==> config.mk <==
export PLATFORM = sky130hd
export DESIGN_NAME = tdm_fir3_mac
export DESIGN_NICKNAME = d
export VERILOG_FILES = /design/src/rtl/tdm_fir_pkg.sv /design/src/rtl/fir_tap_seq.sv /design/src/rtl/fir_sample_window.sv /design/src/rtl/fir_coef_store.sv /design/src/rtl/fir_mac_core.sv /design/src/rtl/fir_capture_decim.sv /design/src/rtl/tdm_fir3_mac.sv
export SDC_FILE = /design/constraint.sdc
export NUM_CORES = 1
export LEC_CHECK = 0
export BUFFER_PORTS_ARGS = -buffer_cell sky130_fd_sc_hd__clkbuf_2
export CAP_MARGIN = 20
export CORE_MARGIN = 2
export CORE_UTILIZATION = 47
export CTS_CLUSTER_DIAMETER = 60
export DETAILED_ROUTE_END_ITERATION = 10
export GPL_ROUTABILITY_DRIVEN = 0
export PLACE_DENSITY = 0.61
export SLEW_MARGIN = 0
export SYNTH_ARGS = -nofsm -noshare
export SYNTH_HDL_FRONTEND = slang
export SYNTH_SLANG_ARGS = --single-unit
==> constraint.sdc <==
create_clock -name clk_i -period 6 [get_ports clk_i]
set_input_delay 0 -clock clk_i [delete_from_list [all_inputs] [get_ports clk_i]]
set_output_delay 0 -clock clk_i [all_outputs]
set_load 0.02 [all_outputs]
==> src/rtl/tdm_fir_pkg.sv <==
package tdm_fir_pkg;
  typedef struct packed {
    logic first;
    logic last;
  } tap_flags_t;
endpackage

==> src/rtl/fir_tap_seq.sv <==
module fir_tap_seq
  import tdm_fir_pkg::*;
#(
  parameter int TAPS   = 3,
  parameter int ADDR_W = 2
) (
  input  logic              clk_i,
  input  logic              rst_ni,
  output logic [ADDR_W-1:0] addr_o,
  output logic              shift_o,
  output tap_flags_t        flags_o
);
  localparam logic [ADDR_W-1:0] LAST_ADDR = ADDR_W'(TAPS - 1);

  logic [ADDR_W-1:0] cnt_q;
  tap_flags_t        flags_q;

  always_ff @(posedge clk_i or negedge rst_ni) begin
    if (!rst_ni) cnt_q <= '0;
    else if (cnt_q == LAST_ADDR) cnt_q <= '0;
    else cnt_q <= cnt_q + 1'b1;
  end

  // comparator marks, delayed one stage to line up with the product register
  always_ff @(posedge clk_i or negedge rst_ni) begin
    if (!rst_ni) flags_q <= '0;
    else begin
      flags_q.first <= (cnt_q == '0);
      flags_q.last  <= (cnt_q == LAST_ADDR);
    end
  end

  assign addr_o  = cnt_q;
  assign shift_o = (cnt_q == LAST_ADDR);
  assign flags_o = flags_q;
endmodule

==> src/rtl/fir_sample_window.sv <==
module fir_sample_window #(
  parameter int SAMPLE_W = 8,
  parameter int TAPS     = 3,
  parameter int ADDR_W   = 2
) (
  input  logic                     clk_i,
  input  logic                     rst_ni,
  input  logic                     shift_i,
  input  logic [SAMPLE_W-1:0]      sample_i,
  input  logic [ADDR_W-1:0]        addr_i,
  output logic [SAMPLE_W-1:0]      tap_o,
  output logic [TAPS*SAMPLE_W-1:0] win_o
);
  logic [SAMPLE_W-1:0] win_q [TAPS];

  for (genvar k = 0; k < TAPS; k++) begin : g_stage
    if (k == 0) begin : g_head
      always_ff @(posedge clk_i or negedge rst_ni) begin
        if (!rst_ni) win_q[k] <= '0;
        else if (shift_i) win_q[k] <= sample_i;
      end
    end else begin : g_body
      always_ff @(posedge clk_i or negedge rst_ni) begin
        if (!rst_ni) win_q[k] <= '0;
        else if (shift_i) win_q[k] <= win_q[k-1];
      end
    end
    assign win_o[k*SAMPLE_W +: SAMPLE_W] = win_q[k];
  end

  always_comb begin
    tap_o = '0;
    for (int k = 0; k < TAPS; k++)
      if (addr_i == ADDR_W'(k)) tap_o = win_q[k];
  end
endmodule

==> src/rtl/fir_coef_store.sv <==
module fir_coef_store #(
  parameter int COEF_W = 4,
  parameter int TAPS   = 3,
  parameter int ADDR_W = 2
) (
  input  logic                     clk_i,
  input  logic                     rst_ni,
  input  logic                     we_i,
  input  logic [ADDR_W-1:0]        waddr_i,
  input  logic signed [COEF_W-1:0] wdata_i,
  input  logic [ADDR_W-1:0]        raddr_i,
  output logic signed [COEF_W-1:0] coef_o
);
  logic signed [COEF_W-1:0] mem_q [TAPS];

  for (genvar k = 0; k < TAPS; k++) begin : g_word
    always_ff @(posedge clk_i or negedge rst_ni) begin
      if (!rst_ni) mem_q[k] <= '0;
      else if (we_i && waddr_i == ADDR_W'(k)) mem_q[k] <= wdata_i;
    end
  end

  always_comb begin
    coef_o = '0;
    for (int k = 0; k < TAPS; k++)
      if (raddr_i == ADDR_W'(k)) coef_o = mem_q[k];
  end
endmodule

==> src/rtl/fir_mac_core.sv <==
module fir_mac_core
  import tdm_fir_pkg::*;
#(
  parameter int SAMPLE_W = 8,
  parameter int COEF_W   = 4,
  parameter int PROD_W   = 13,
  parameter int ACC_W    = 15
) (
  input  logic                     clk_i,
  input  logic                     rst_ni,
  input  logic [SAMPLE_W-1:0]      sample_i,
  input  logic signed [COEF_W-1:0] coef_i,
  input  tap_flags_t               flags_i,
  output logic signed [PROD_W-1:0] prod_o,
  output logic signed [ACC_W-1:0]  acc_o,
  output logic                     done_o
);
  logic signed [PROD_W-1:0] a_ext, b_ext, prod_d, prod_q;
  logic signed [ACC_W-1:0]  acc_q, prod_wide;
  logic                     done_q;

  // unsigned sample, signed coefficient: widen both to the product width
  assign a_ext     = PROD_W'(sample_i);
  assign b_ext     = PROD_W'(coef_i);
  assign prod_d    = a_ext * b_ext;
  assign prod_wide = ACC_W'(prod_q);

  always_ff @(posedge clk_i or negedge rst_ni) begin
    if (!rst_ni) prod_q <= '0;
    else prod_q <= prod_d;
  end

  always_ff @(posedge clk_i or negedge rst_ni) begin
    if (!rst_ni) begin
      acc_q  <= '0;
      done_q <= 1'b0;
    end else begin
      acc_q  <= flags_i.first ? prod_wide : acc_q + prod_wide;
      done_q <= flags_i.last;
    end
  end

  assign prod_o = prod_q;
  assign acc_o  = acc_q;
  assign done_o = done_q;
endmodule

==> src/rtl/fir_capture_decim.sv <==
module fir_capture_decim #(
  parameter int ACC_W = 15
) (
  input  logic                    clk_i,
  input  logic                    rst_ni,
  input  logic                    done_i,
  input  logic signed [ACC_W-1:0] acc_i,
  output logic signed [ACC_W-1:0] result_o,
  output logic                    valid_o
);
  logic signed [ACC_W-1:0] cap_q, out_q;
  logic                    cap_vld_q, out_vld_q;

  always_ff @(posedge clk_i or negedge rst_ni) begin
    if (!rst_ni) begin
      cap_q     <= '0;
      cap_vld_q <= 1'b0;
    end else begin
      cap_vld_q <= done_i;
      if (done_i) cap_q <= acc_i;
    end
  end

  // keep one result per frame
  always_ff @(posedge clk_i or negedge rst_ni) begin
    if (!rst_ni) begin
      out_q     <= '0;
      out_vld_q <= 1'b0;
    end else begin
      out_vld_q <= cap_vld_q;
      if (cap_vld_q) out_q <= cap_q;
    end
  end

  assign result_o = out_q;
  assign valid_o  = out_vld_q;
endmodule

==> src/rtl/tdm_fir3_mac.sv <==
module tdm_fir3_mac
  import tdm_fir_pkg::*;
#(
  parameter int SAMPLE_W = 8,
  parameter int COEF_W   = 4,
  parameter int TAPS     = 3,
  localparam int ADDR_W  = (TAPS > 2) ? $clog2(TAPS) : 1,
  localparam int PROD_W  = SAMPLE_W + 1 + COEF_W,
  localparam int ACC_W   = PROD_W + $clog2(TAPS)
) (
  input  logic                clk_i,
  input  logic                rst_ni,
  input  logic [SAMPLE_W-1:0] sample_i,
  input  logic                coef_we_i,
  input  logic [ADDR_W-1:0]   coef_addr_i,
  input  logic [COEF_W-1:0]   coef_data_i,
  output logic [ACC_W-1:0]    result_o,
  output logic                valid_o
);
  logic [ADDR_W-1:0]        tap_addr;
  logic                     shift_en;
  tap_flags_t               flags;
  logic [SAMPLE_W-1:0]      tap_sample;
  logic [TAPS*SAMPLE_W-1:0] win_flat;
  logic signed [COEF_W-1:0] tap_coef;
  logic signed [PROD_W-1:0] prod;
  logic signed [ACC_W-1:0]  acc;
  logic                     acc_done;
  logic signed [ACC_W-1:0]  result_s;

  fir_tap_seq #(.TAPS(TAPS), .ADDR_W(ADDR_W)) i_seq (
    .clk_i, .rst_ni, .addr_o(tap_addr), .shift_o(shift_en), .flags_o(flags)
  );

  fir_sample_window #(.SAMPLE_W(SAMPLE_W), .TAPS(TAPS), .ADDR_W(ADDR_W)) i_win (
    .clk_i, .rst_ni, .shift_i(shift_en), .sample_i, .addr_i(tap_addr),
    .tap_o(tap_sample), .win_o(win_flat)
  );

  fir_coef_store #(.COEF_W(COEF_W), .TAPS(TAPS), .ADDR_W(ADDR_W)) i_coef (
    .clk_i, .rst_ni, .we_i(coef_we_i), .waddr_i(coef_addr_i),
    .wdata_i(coef_data_i), .raddr_i(tap_addr), .coef_o(tap_coef)
  );

  fir_mac_core #(.SAMPLE_W(SAMPLE_W), .COEF_W(COEF_W), .PROD_W(PROD_W), .ACC_W(ACC_W)) i_mac (
    .clk_i, .rst_ni, .sample_i(tap_sample), .coef_i(tap_coef), .flags_i(flags),
    .prod_o(prod), .acc_o(acc), .done_o(acc_done)
  );

  fir_capture_decim #(.ACC_W(ACC_W)) i_cap (
    .clk_i, .rst_ni, .done_i(acc_done), .acc_i(acc), .result_o(result_s), .valid_o
  );

  assign result_o = result_s;
endmodule

Word level (Yosys, flattened, before mapping)
Cells that the tools add are included.
{"block": "word_totals", "reg_bits": 101, "latchBits": 0, "ramBits": 0, "romBits": 0, "in_bits": 17, "out_inout_bits": 16, "wordCells": 36, "n_memories": 0}
{"block": "op_classes", "addsub": 2, "n_mul": 1, "div_mod_pow": 0, "n_lt_le_gt_ge": 0, "eq_ne": 4, "n_shift": 0, "mux": 8, "n_bitwise": 0, "n_reduce_logical": 5}
{"cell": "2-to-1 mux 8 bit", "count": 3}
{"cell": "adder 15 x 13 -> 15 bit", "count": 1}
{"cell": "2-to-1 mux 15 bit", "count": 1}
{"cell": "multiplier 9 x 4 -> 13 bit", "count": 1}
{"cell": "2-to-1 mux 4 bit", "count": 3}
{"cell": "== test 2 x 1 -> 1 bit (second input constant)", "count": 2}
{"cell": "== test 2 bit (second input constant)", "count": 2}
{"cell": "logical NOT 2 bit", "count": 2}
{"cell": "logical AND 1 bit", "count": 3}
{"cell": "adder 2 x 1 -> 2 bit (second input constant)", "count": 1}
{"cell": "2-to-1 mux 2 bit", "count": 1}

Depth between registers and ports, before layout
Gate-level depths: netlist of the first run.
{"block": "logic_depth", "depth_word": 5, "depth_mapped": 21, "mapped_depth_nobuf": 19}

Hierarchy
A second synthesis of the first run with hierarchy kept.
{"block": "unflattened", "cells_unflattened": 445, "hier_area_um2": 5679.2}
{"mod": "fir_mac_core", "n_inst": 1, "cells_each": 264, "area_per_inst_um2": 2570.0, "seq_area_each_um2": 725.7}
{"mod": "fir_capture_decim", "n_inst": 1, "cells_each": 66, "area_per_inst_um2": 1276.2, "seq_area_each_um2": 800.8}
{"mod": "fir_sample_window", "n_inst": 1, "cells_each": 71, "area_per_inst_um2": 1176.1, "seq_area_each_um2": 600.6}
{"mod": "fir_coef_store", "n_inst": 1, "cells_each": 37, "area_per_inst_um2": 555.5, "seq_area_each_um2": 300.3}
{"mod": "fir_tap_seq", "n_inst": 1, "cells_each": 7, "area_per_inst_um2": 101.3, "seq_area_each_um2": 75.1}

Worst setup path before layout of the first run
Ideal clock, no wire load.
{"block": "synth_path", "path_type": "reg2reg", "from": "register i_seq.cnt_q[1] (netlist: i_seq.addr_o[1])", "to": "register i_mac.prod_q[12] (netlist: i_mac.prod_o[12])", "setup_time_ns": 0.080, "t_arrival_ns": 4.353, "t_required_ns": 5.920, "setup_slack_ns": 1.567, "stages_incl_launch_ff": 19, "n_path_buf": 2, "period_less_slack_ns": 4.433, "cell_sequence": "dfrtp_1 -> buf_2 -> buf_2 -> mux2i_1 -> nor2_1 -> a21oi_1 -> nand2_1 -> fa_1 -> fa_1 -> fa_1 -> inv_1 -> ha_1 -> a21o_1 -> a21oi_2 -> o21ai_1 -> or4_1 -> a31o_1 -> a21oi_2 -> xnor2_1"}
{"block": "synth_between", "elab_chain_cells": 5, "elab_cells_between_ends": 10, "cone_classes": "mul (1); eq/ne (2); mux (6); reduce/logical (1)"}
{"element": "start: declaration", "line_no": "fir_tap_seq.sv:15", "text": "logic [ADDR_W-1:0] cnt_q;"}
{"element": "start signal: assignment", "line_no": "fir_tap_seq.sv:21", "text": "else cnt_q <= cnt_q + 1'b1;"}
{"element": "logical NOT 2 bit", "line_no": "fir_sample_window.sv:34, fir_coef_store.sv:26"}
{"element": "2-to-1 mux 8 bit / 2-to-1 mux 4 bit (equally long branches) (3 in a row)", "line_no": "fir_sample_window.sv:34, fir_coef_store.sv:26"}
{"element": "multiplier 9 x 4 -> 13 bit *", "line_no": "fir_mac_core.sv:25", "text": "assign prod_d = a_ext * b_ext;"}
{"element": "net i_mac.prod_d[12]", "line_no": "fir_mac_core.sv:18", "text": "logic signed [PROD_W-1:0] a_ext, b_ext, prod_d, prod_q;"}
{"element": "end signal: assignment", "line_no": "fir_mac_core.sv:30", "text": "else prod_q <= prod_d;"}
{"element": "end: declaration", "line_no": "fir_mac_core.sv:18"}
The timed path passes the listed nets; every way through them passes the cells marked *.
A chain may end at the register's enable or synchronous reset.

Worst setup path in the final report of the first run
{"block": "layout_path", "from": "register i_seq.cnt_q[0] (netlist: i_seq.addr_o[0])", "to": "register i_mac.prod_q[12] (netlist: i_mac.prod_o[12])"}
Same word-level chain as after synthesis.

==> results of run 1 <==
==> power groups by stage <==
| stage | logic (W) | clock network [W] | registers, W |
|---|---|---|---|
| 2_1_floorplan | 0.000853 | 0 | 0.00106 |
| 3_3_place_gp | 0.00112 | 0 | 0.00102 |
| 3_5_place_dp | 0.00114 | 0 | 0.00103 |
| 4_1_cts | 0.00116 | 0.000576 | 0.00102 |
| 5_1_grt | 0.00132 | 0.000606 | 0.00105 |
| 6_report | 0.00114 | 0.000555 | 0.00102 |
==> registers in the layout, summed over array words and instances, names as in the netlist <==
name	count
i_mac.prod_o	13
i_seq.flags_o	2
i_mac.acc_o	15
i_coef.mem_q	12
i_seq.addr_o	2
i_cap.result_o	15
i_cap.cap_vld_q	1
i_cap.cap_q	15
i_mac.done_o	1
i_win.win_o	24
i_cap.valid_o	1
==> Yosys cell counts, drive strengths merged, types with 6 or more instances <==
master,instances
a21o,9
a21oi,16
buf,6
clkbuf,9
dfrtp,101
fa,14
ha,39
inv,19
mux2,67
mux2i,12
nand2,27
nor2,46
o21a,10
o21ai,24
xnor2,8
xor2,7
==> metrics by stage <==
stage / instance area (µm²) / total power [W] / setup slack (ps) / std cells
after floorplan: 5380 / 0.00191 / 1570 / 461
after global placement: 5680 / 0.00214 / 930 / 624
after detailed placement: 5680 / 0.00217 / 806 / 624
after CTS: 6100 / 0.00275 / 762 / 653
after global routing: 6120 / 0.00297 / 382 / 654
final: 6120 / 0.00271 / 804 / 654
==> per-layer routing <==
layer	wire length, µm	part of all wire (%)
met5	0	0
met2	4410	49
met4	189	2.1
met1	4140	46
met3	233	2.6
==> tightest hold or removal path, stage by stage <==
cell,delay (ps)
clkbuf_2,90
nor3b_1,90
mux2_2,230
==> how the worst max path moves through the flow <==
stage                         start                to  cells past startpoint
global route        i_seq.addr_o[0]  i_mac.prod_o[12]                     16
detailed placement  i_seq.addr_o[0]  i_mac.prod_o[12]                     16
floorplan           i_seq.addr_o[1]  i_mac.prod_o[12]                     18
CTS                 i_seq.addr_o[0]  i_mac.prod_o[12]                     16
finish              i_seq.addr_o[0]  i_mac.prod_o[12]                     15
global placement    i_seq.addr_o[0]  i_mac.prod_o[12]                     15
==> cell families (layout without fill, tap and decap cells) <==
group	count (synthesis)	in the layout	share of synthesized area, %
and+or+nand+nor	106	106	9.02
DFF	101	101	47.0
muxes	79	79	16.3
AOI/OAI and AO/OA	73	73	8.53
adders and majority gates	53	53	14.3
buffers and inverters	34	84	2.51
xor gates and xnor gates	15	15	2.44
==> area by class of cell <==
class	count	area share [%]
Clock buffer	12	4.19
Clock inverter	4	0.511
Inverter	19	1.17
Multi-Input combinational cell	326	44.5
Sequential cell	101	41.3
Tap cell	143	2.92
Timing Repair Buffer	49	5.40
==> metrics.txt, run 1 <==
WP data arrival 5460 ps; Synth top area share 47.0%; P per Cell Area 444 nW/µm²; clk sinks 101; area delta synth->final 13.7%; number of global-route vias before repair 3530; worst skew pair latency 350 ps; Fin Setup TNS 0 ps; run status complete, no violations; Crit. End Element flop; min cycle time layout 5200 ps; nets@finish 576; Seq pwr share 37.4%; layout cells sized above 1 24.1%; hold_ws 102 ps; worst reg2reg startpoint i_seq.addr_o[0]; Mapped Avg Cell Area 11.7 µm²; Vias 3460; cell mode on critical path fa_1; first-pass GRT wire length 16300 µm; Worst Path Class, Setup reg2reg; flops & latches, synth 101; worst r2r dst i_mac.prod_o[12]; largest net degree at the start of global routing 57; H-tree depth 3; EDFF count, synth 0; Register-to-Register Path Depth 15; Hold Path End i_coef.mem_q[10]; crit path max-delay cell type nor2b_1; register cell area after layout 2530 µm²; Crit Path Max Fanout 19; worst vdd ir 243 µV; FF-to-FF setup slack 800 ps; grt met3 use 3.17%; CTS tree built; Post-Syn Area 5380 µm²; P_int 0.00174 W; Die X 111 µm; pins over their slew limit 0; RSZ-0062 raised after global routing no; clock-pin slew on the worst setup and hold paths 70 ps; Final Hold Vio Count 0; most frequent cells in the layout 101 x dfrtp_1, 67 x mux2_2, 46 x nor2_1, 39 x ha_1, 31 x clkbuf_2; die area 12300 µm²; Top delay family on crit path adder cells; Hold Crit Start coef_addr_i[0]; WP buf/inv 1; Max Cap Viol 0; Final HPWL DP 6720 µm; final setup vio count 0; M1 GR Usage 20.7%; Wirelength per Cell 13.7 µm; CP Cell Sequence nor2b_1 -> a21oi_1 -> nand2b_1 -> fa_1 -> fa_1 -> fa_1 -> inv_1 -> ha_1 -> a21o_1 -> a21oi_2 -> o21ai_1 -> or4_1 -> a31o_1 -> a21oi_2 -> xnor2_1; CP max stage delay 680 ps; met2 usage 27.4%; post-synth top area cell dfrtp_1; Clock Path Buffers 2; Clock Power Share 20.4%; antenna violations before repair 0; Antenna diodes 0; Netlist cell types 36; Comb pwr share 42.1%; Num CTS Buffers 9; Multi-input gate area 2720 µm²; Clock Tree Root clkbuf_16; via/cell ratio 5.29; Global Route Usage Sum 16.3%; DRT Pass-1 Iters 6; fmax 0.192 GHz; hold_buf cts 13; 1st-iter DRT viols 101; Post-Syn Instances 461; drc violations 0; Initial Util 47.7%; core area 11300 µm²; I/O Buffers 32; hold depth 3; Min-Delay Path Class in2reg; top cells by area, synth dfrtp_1 47%, mux2_2 14%, ha_1 9.1%; Synth async-reset ratio 100%; Util after Layout 54.3%; Setup Buffers After CTS 0; most common cell after layout, fill and taps aside dfrtp_1; Std-Cell Rows 39; Ports 33; sequential-to-total area share from yosys stat 47.0%; skew final 9.18 ps; Top FF cell, synth dfrtp_1; Post-Syn Nets 531; Yosys Warn Count 0; Worst Setup Start Kind flop; gr busiest metal met2; worst slew pin tran 754 ps; die span in y 111 µm; WL final 8970 µm; Tcrit/Tclk final 86.6%; NetSw 0.000972 W; LEAKAGE 2.82 nW; required time worst endpoint 6270 ps; Fill cells 972; Final ANT Viol Nets 0; GRT overflow 0; Sw Ratio 35.8%; relative slew slack 49.6%; quantity of gates resized following cts 0
Power figures use the tool's default switching activity.
==> run 2: changes to the inputs <==
--- a/config.mk
+++ b/config.mk
@@ -5,14 +5,15 @@
 export SDC_FILE = /design/constraint.sdc
 export NUM_CORES = 1
 export LEC_CHECK = 0
-export BUFFER_PORTS_ARGS = -buffer_cell sky130_fd_sc_hd__clkbuf_2
+export ABC_AREA = 1
 export CAP_MARGIN = 20
 export CORE_MARGIN = 2
 export CORE_UTILIZATION = 47
 export CTS_CLUSTER_DIAMETER = 60
 export DETAILED_ROUTE_END_ITERATION = 10
+export DONT_BUFFER_PORTS = 1
 export GPL_ROUTABILITY_DRIVEN = 0
-export PLACE_DENSITY = 0.61
+export PLACE_DENSITY = 0.59
 export SLEW_MARGIN = 0
 export SYNTH_ARGS = -nofsm -noshare
 export SYNTH_HDL_FRONTEND = slang
==> constraint.sdc (replaced) <==
create_clock -name clk_i -period 6 [get_ports clk_i]
set_input_delay 0.3 -clock clk_i [delete_from_list [all_inputs] [get_ports clk_i]]
set_output_delay 0.3 -clock clk_i [all_outputs]
set_load 0.02 [all_outputs]
==> metrics.txt, run 2 <==
run status complete, no violations; antenna violations before repair 0; cell mode on critical path fa_1; min cycle time layout 4940 ps; Mapped Avg Cell Area 8.30 µm²; CP max stage delay 700 ps; first-pass GRT wire length 19400 µm; clock-pin slew on the worst setup and hold paths 70 ps; Max Cap Viol 0; 1st-iter DRT viols 232; CP Cell Sequence inv_1 -> nor2_4 -> nand2_1 -> o221ai_1 -> nand2_1 -> fa_1 -> fa_1 -> fa_1 -> inv_1 -> ha_1 -> inv_1 -> fa_1 -> o21ai_0 -> nand4_1 -> nand2_1 -> xor2_1; Min-Delay Path Class in2reg; Top FF cell, synth dfrtp_1; GRT overflow 0; post-synth top area cell dfrtp_1; hold_ws 73.7 ps; core area 11900 µm²; H-tree depth 3; largest net degree at the start of global routing 102; number of global-route vias before repair 4177; clk sinks 101; most numerous cell in the Yosys netlist nand2_1; Worst Path Class, Setup reg2reg; Synth top area share 44.8%; CTS tree built; area delta synth->final 7.92%; worst vdd ir 171 µV; Final HPWL DP 8010 µm; Hold Crit Start sample_i[6]; DRT Pass-1 Iters 4; worst slew pin tran 878 ps; Antenna diodes 0; crit path from i_seq.addr_o[1]; Top delay family on crit path adder cells; RSZ-0062 raised after global routing no; drc violations 0; via/cell ratio 5.02; pins over their slew limit 0; Post-Syn Instances 679; worst reg2reg startpoint i_seq.addr_o[1]; Synth async-reset ratio 100%; Yosys Warn Count 0; Tcrit/Tclk final 82.3%; Post-Syn Area 5640 µm²; skew final 9.35 ps; WL final 10700 µm; WP data arrival 5210 ps; number of flip-flops in the largest register 24; Tot Pwr 0.00265 W; relative slew slack 41.4%; sequential-to-total area share from yosys stat 44.8%; final setup vio count 0; required time worst endpoint 6270 ps; Std-Cell Rows 40; Worst Setup Start Kind flop; layout cells sized above 1 5.12%; most frequent cells in the layout 170 x nand2_1, 114 x inv_1, 101 x dfrtp_1, 60 x o21ai_0, 53 x nor2_1; P per Cell Area 435 nW/µm²; Vias 4169; Initial Util 47.5%; nets@finish 748; Final ANT Viol Nets 0; Clock Tree Root clkbuf_16; WP buf/inv 3; Crit Path Max Fanout 44; Global Route Usage Sum 18.7%; crit path max-delay cell type nor2_4; Fin Setup TNS 0 ps; worst skew pair latency 350 ps; Die X 114 µm; die area 12900 µm²; fmax 0.202 GHz; I/O Buffers 0; Setup Buffers After CTS 0; Num CTS Buffers 9; Ports 33; LEAKAGE 3.28 nW; Netlist cell types 33; Clock Path Buffers 2; Fill cells 1125; Crit. End Element flop; flops & latches, synth 101; Wirelength per Cell 12.9 µm; Post-Syn Nets 749; Final Hold Vio Count 0; top cells by area, synth dfrtp_1 45%, nand2_1 11%, ha_1 8.7%; Commonest cells post-synth 170 x nand2_1, 114 x inv_1, 101 x dfrtp_1; most common cell after layout, fill and taps aside nand2_1; EDFF count, synth 0; die span in y 114 µm
## run 2: cell types whose count changed after synthesis, sizes merged, moves of 10 or more
cell and change:
a21oi +22, inv +102, mux2 -66, mux2i -12, nand2 +144, nand3 +26, o21a -10, o21ai +36
## run 2: per-layer routing
metal / part of all wire, % / GRT usage (%)
met2: 45 / 29.9
met3: 3.5 / 3.93
met1: 50 / 25.7
met5: 0 / 0
met4: 1.6 / 5.77
## run 2: final timing paths
kind,to,slack [ps],depth (start not counted)
worst max-delay path,i_mac.prod_o[11],1060,16
worst min-delay path,i_win.win_o[6],70,2
worst max register to register,i_mac.prod_o[11],1060,16
worst min register to register,i_mac.done_o,350,0
max in group asynchronous,i_seq.flags_o[1],5070,2
min in group asynchronous,i_win.win_o[9],570,2
## run 2: final cells by class
type	instances	area (µm²)	area share, %
Multi-Input combinational cell	443	2600	42.7
Sequential cell	101	2530	41.5
Inverter	121	454	7.46
Clock buffer	11	243	3.99
Tap cell	147	184	3.02
Clock inverter	5	41.3	0.679
Timing Repair Buffer	2	37.5	0.617
## run 2: cell families (layout without fill, tap and decap cells)
group / count (synthesis) / after routing / synth area share, %
buf+inv: 135 / 139 / 9.10
xor+xnor: 10 / 10 / 1.55
flops: 101 / 101 / 44.8
compound gates: 113 / 113 / 11.4
simple gates: 266 / 266 / 19.3
mux: 1 / 1 / 0.200
fa+ha+maj: 53 / 53 / 13.6
## run 2: power by group
part           switching (W)  internal [W]
sequential          0.000182      0.000882
combinational       0.000638      0.000392
clock               0.000255      0.000297
## run 2: metrics by stage
step                      instance area [µm²]  worst slack [ps]  cells  utilization [%]
final                                    6080              1060    830             51.3
after global routing                     6080               596    830             51.3
after CTS                                6080              1060    830             51.3
after detailed placement                 5760              1090    812             48.6
after global placement                   5760              1330    812             48.6
after floorplan                          5640              1960    679                -
## run 2: timing repair
item	CTS	global route
hold endpoints to repair	101	0
resized for setup	0	0
hold buffers	2	0
==> run 3: changes to the inputs <==
--- a/config.mk
+++ b/config.mk
@@ -13,7 +13,7 @@
 export DETAILED_ROUTE_END_ITERATION = 10
 export DONT_BUFFER_PORTS = 1
 export GPL_ROUTABILITY_DRIVEN = 0
-export PLACE_DENSITY = 0.59
+export PLACE_DENSITY = 0.61
 export SLEW_MARGIN = 0
 export SYNTH_ARGS = -nofsm -noshare
 export SYNTH_HDL_FRONTEND = slang
==> constraint.sdc (replaced) <==
create_clock -name clk_i -period 4.5 [get_ports clk_i]
set_input_delay 0.225 -clock clk_i [delete_from_list [all_inputs] [get_ports clk_i]]
set_output_delay 0.225 -clock clk_i [all_outputs]
set_load 0.02 [all_outputs]
==> metrics.txt, run 3 (synthesis gave the netlist of run 2 again) <==
die span in y 114 µm; cell mode on critical path fa_1; number of flip-flops in the largest register 24; Initial Util 47.5%; Antenna diodes 0; pins over their slew limit 0; worst reg2reg startpoint i_seq.addr_o[1]; largest net degree at the start of global routing 102; FF-to-FF setup slack 300 ps; 1st-iter DRT viols 222; Comb pwr share 39.1%; CP max stage delay 580 ps; Fill cells 1110; Sw Ratio 41.0%; worst vdd ir 197 µV; Clock Power Share 20.9%; min cycle time layout 4200 ps; Clock Path Buffers 2; CTS tree built; antenna violations before repair 0; via/cell ratio 4.97; GRT overflow 0; clock-pin slew on the worst setup and hold paths 70 ps; most common cell after layout, fill and taps aside nand2_1; drc violations 0; crit path from i_seq.addr_o[1]; Std-Cell Rows 40; CP Cell Sequence inv_2 -> nor2_4 -> buf_12 -> a221oi_2 -> nand2_1 -> fa_1 -> fa_1 -> fa_1 -> inv_1 -> ha_1 -> inv_1 -> fa_1 -> o21ai_1 -> nand4_1 -> nand2_1 -> xor2_1; placed instance area 5790 µm²; crit path max-delay cell type fa_1; Final HPWL DP 8040 µm; Min-Delay Path Class in2reg; Clock Tree Root clkbuf_16; I/O Buffers 0; Global Route Usage Sum 18.5%; Ports 33; Register-to-Register Path Depth 16; P_int 0.00209 W; first-pass GRT wire length 19100 µm; run status complete, no violations; area delta synth->final 11.2%; Die X 114 µm; Final Hold Vio Count 0; LEAKAGE 3.37 nW; layout cells sized above 1 7.28%; Num CTS Buffers 9; number of global-route vias before repair 4213; relative slew slack 46.3%; worst r2r dst i_mac.prod_o[11]; Crit. End Element flop; H-tree depth 3; CP endpoint i_mac.prod_o[11]; Design Area, Final 6270 µm²; Multi-input gate area 2620 µm²; WL final 10800 µm; clk sinks 101; Final ANT Viol Nets 0; hold depth 2; core area 11900 µm²; Vias 4212; skew final 9.02 ps; Worst Path Class, Setup reg2reg; worst slew pin tran 805 ps; register cell area after layout 2530 µm²; nets@finish 766; most frequent cells in the layout 170 x nand2_1, 113 x inv_1, 101 x dfrtp_1, 59 x o21ai_0, 53 x nor2_1; required time worst endpoint 4770 ps; Max Cap Viol 0; Seq pwr share 40.0%; Wirelength per Cell 12.8 µm; worst skew pair latency 350 ps; fmax 0.238 GHz; NetSw 0.00145 W; WP data arrival 4470 ps; final setup vio count 0; hold_ws 8.21 ps; P per Cell Area 564 nW/µm²; Tcrit/Tclk final 93.4%; Crit Path Max Fanout 7; die area 12900 µm²; Worst Setup Start Kind flop; DRT Pass-1 Iters 4
[run 3: changes by cell type in the layout (fill, tap and decap cells not counted), moves of 2 or more]
| cell | before | now |
|---|---|---|
| inv_6 | 3 | 1 |
| clkinvlp_4 | 2 | 5 |
| o221ai_2 | 0 | 2 |
| buf_4 | 0 | 11 |
| dlygate4sd3_1 | 1 | 7 |
| o221ai_1 | 3 | 1 |
[run 3: critical path: cells and delay by family, from the launching register on]
family	cells	cell delay (ps)
buf+inv	4	450
xor+xnor	1	150
fa+ha+maj	5	2110
compound gates	2	530
simple gates	4	430
flops	1	430
[run 3: area by class of cell]
cell class              instances  share of cell area [%]
clock buffers                   9                    3.59
clock inverters                 7                   0.918
inverters                     121                    7.24
multi-input cells             443                    41.8
flip-flops and latches        101                    40.3
well taps                     147                    2.93
repair buffers                 20                    3.19
[run 3: power by group through the flow]
stage	registers (W)	logic (W)	clock network, W
floorplan	0.00138	0.00110	0
global placement	0.00143	0.00132	0
detailed placement	0.00144	0.00135	0
CTS	0.00142	0.00139	0.000763
global route	0.00145	0.00162	0.000792
finish	0.00141	0.00138	0.000740
[run 3: per-layer routing]
metal	GRT usage [%]	wire length (µm)	vias to the layer above
met5	0	0	-
met4	8.37	230	0
met3	2.60	255	20
met2	31.1	5140	56
met1	23.9	5210	1956
li1	-	-	2180
[run 3: metrics by stage]
stage | util (%) | setup WS [ps] | setup TNS (ps) | total power (W) | std cells
after floorplan | - | 457 | 0 | 0.00249 | 679
after global placement | 48.8 | 285 | 0 | 0.00275 | 816
after detailed placement | 48.8 | 95.2 | 0 | 0.00278 | 816
after CTS | 52.0 | 65.2 | 0 | 0.00357 | 840
after global routing | 52.9 | -20.6 | -20.6 | 0.00386 | 848
final | 52.9 | 299 | 0 | 0.00354 | 848
[run 3: worst min path at each step]
| stage | start | to | slack [ps] |
|---|---|---|---|
| after floorplan | rst_ni | i_cap.cap_q[0] | -70 |
| after global placement | rst_ni | i_cap.result_o[0] | -70 |
| after global routing | sample_i[6] | i_win.win_o[6] | 20 |
| after CTS | sample_i[6] | i_win.win_o[6] | 4 |
| final | sample_i[6] | i_win.win_o[6] | 8 |
| after detailed placement | rst_ni | i_cap.result_o[0] | -70 |
[run 3: repair_timing]
item / in CTS / in global routing
setup endpoints to repair: 0 / 4
gates resized for setup: 0 / 5
endpoints found under the hold margin: 107 / 0
hold buffers: 8 / 0
buffers inserted: 0 / 8
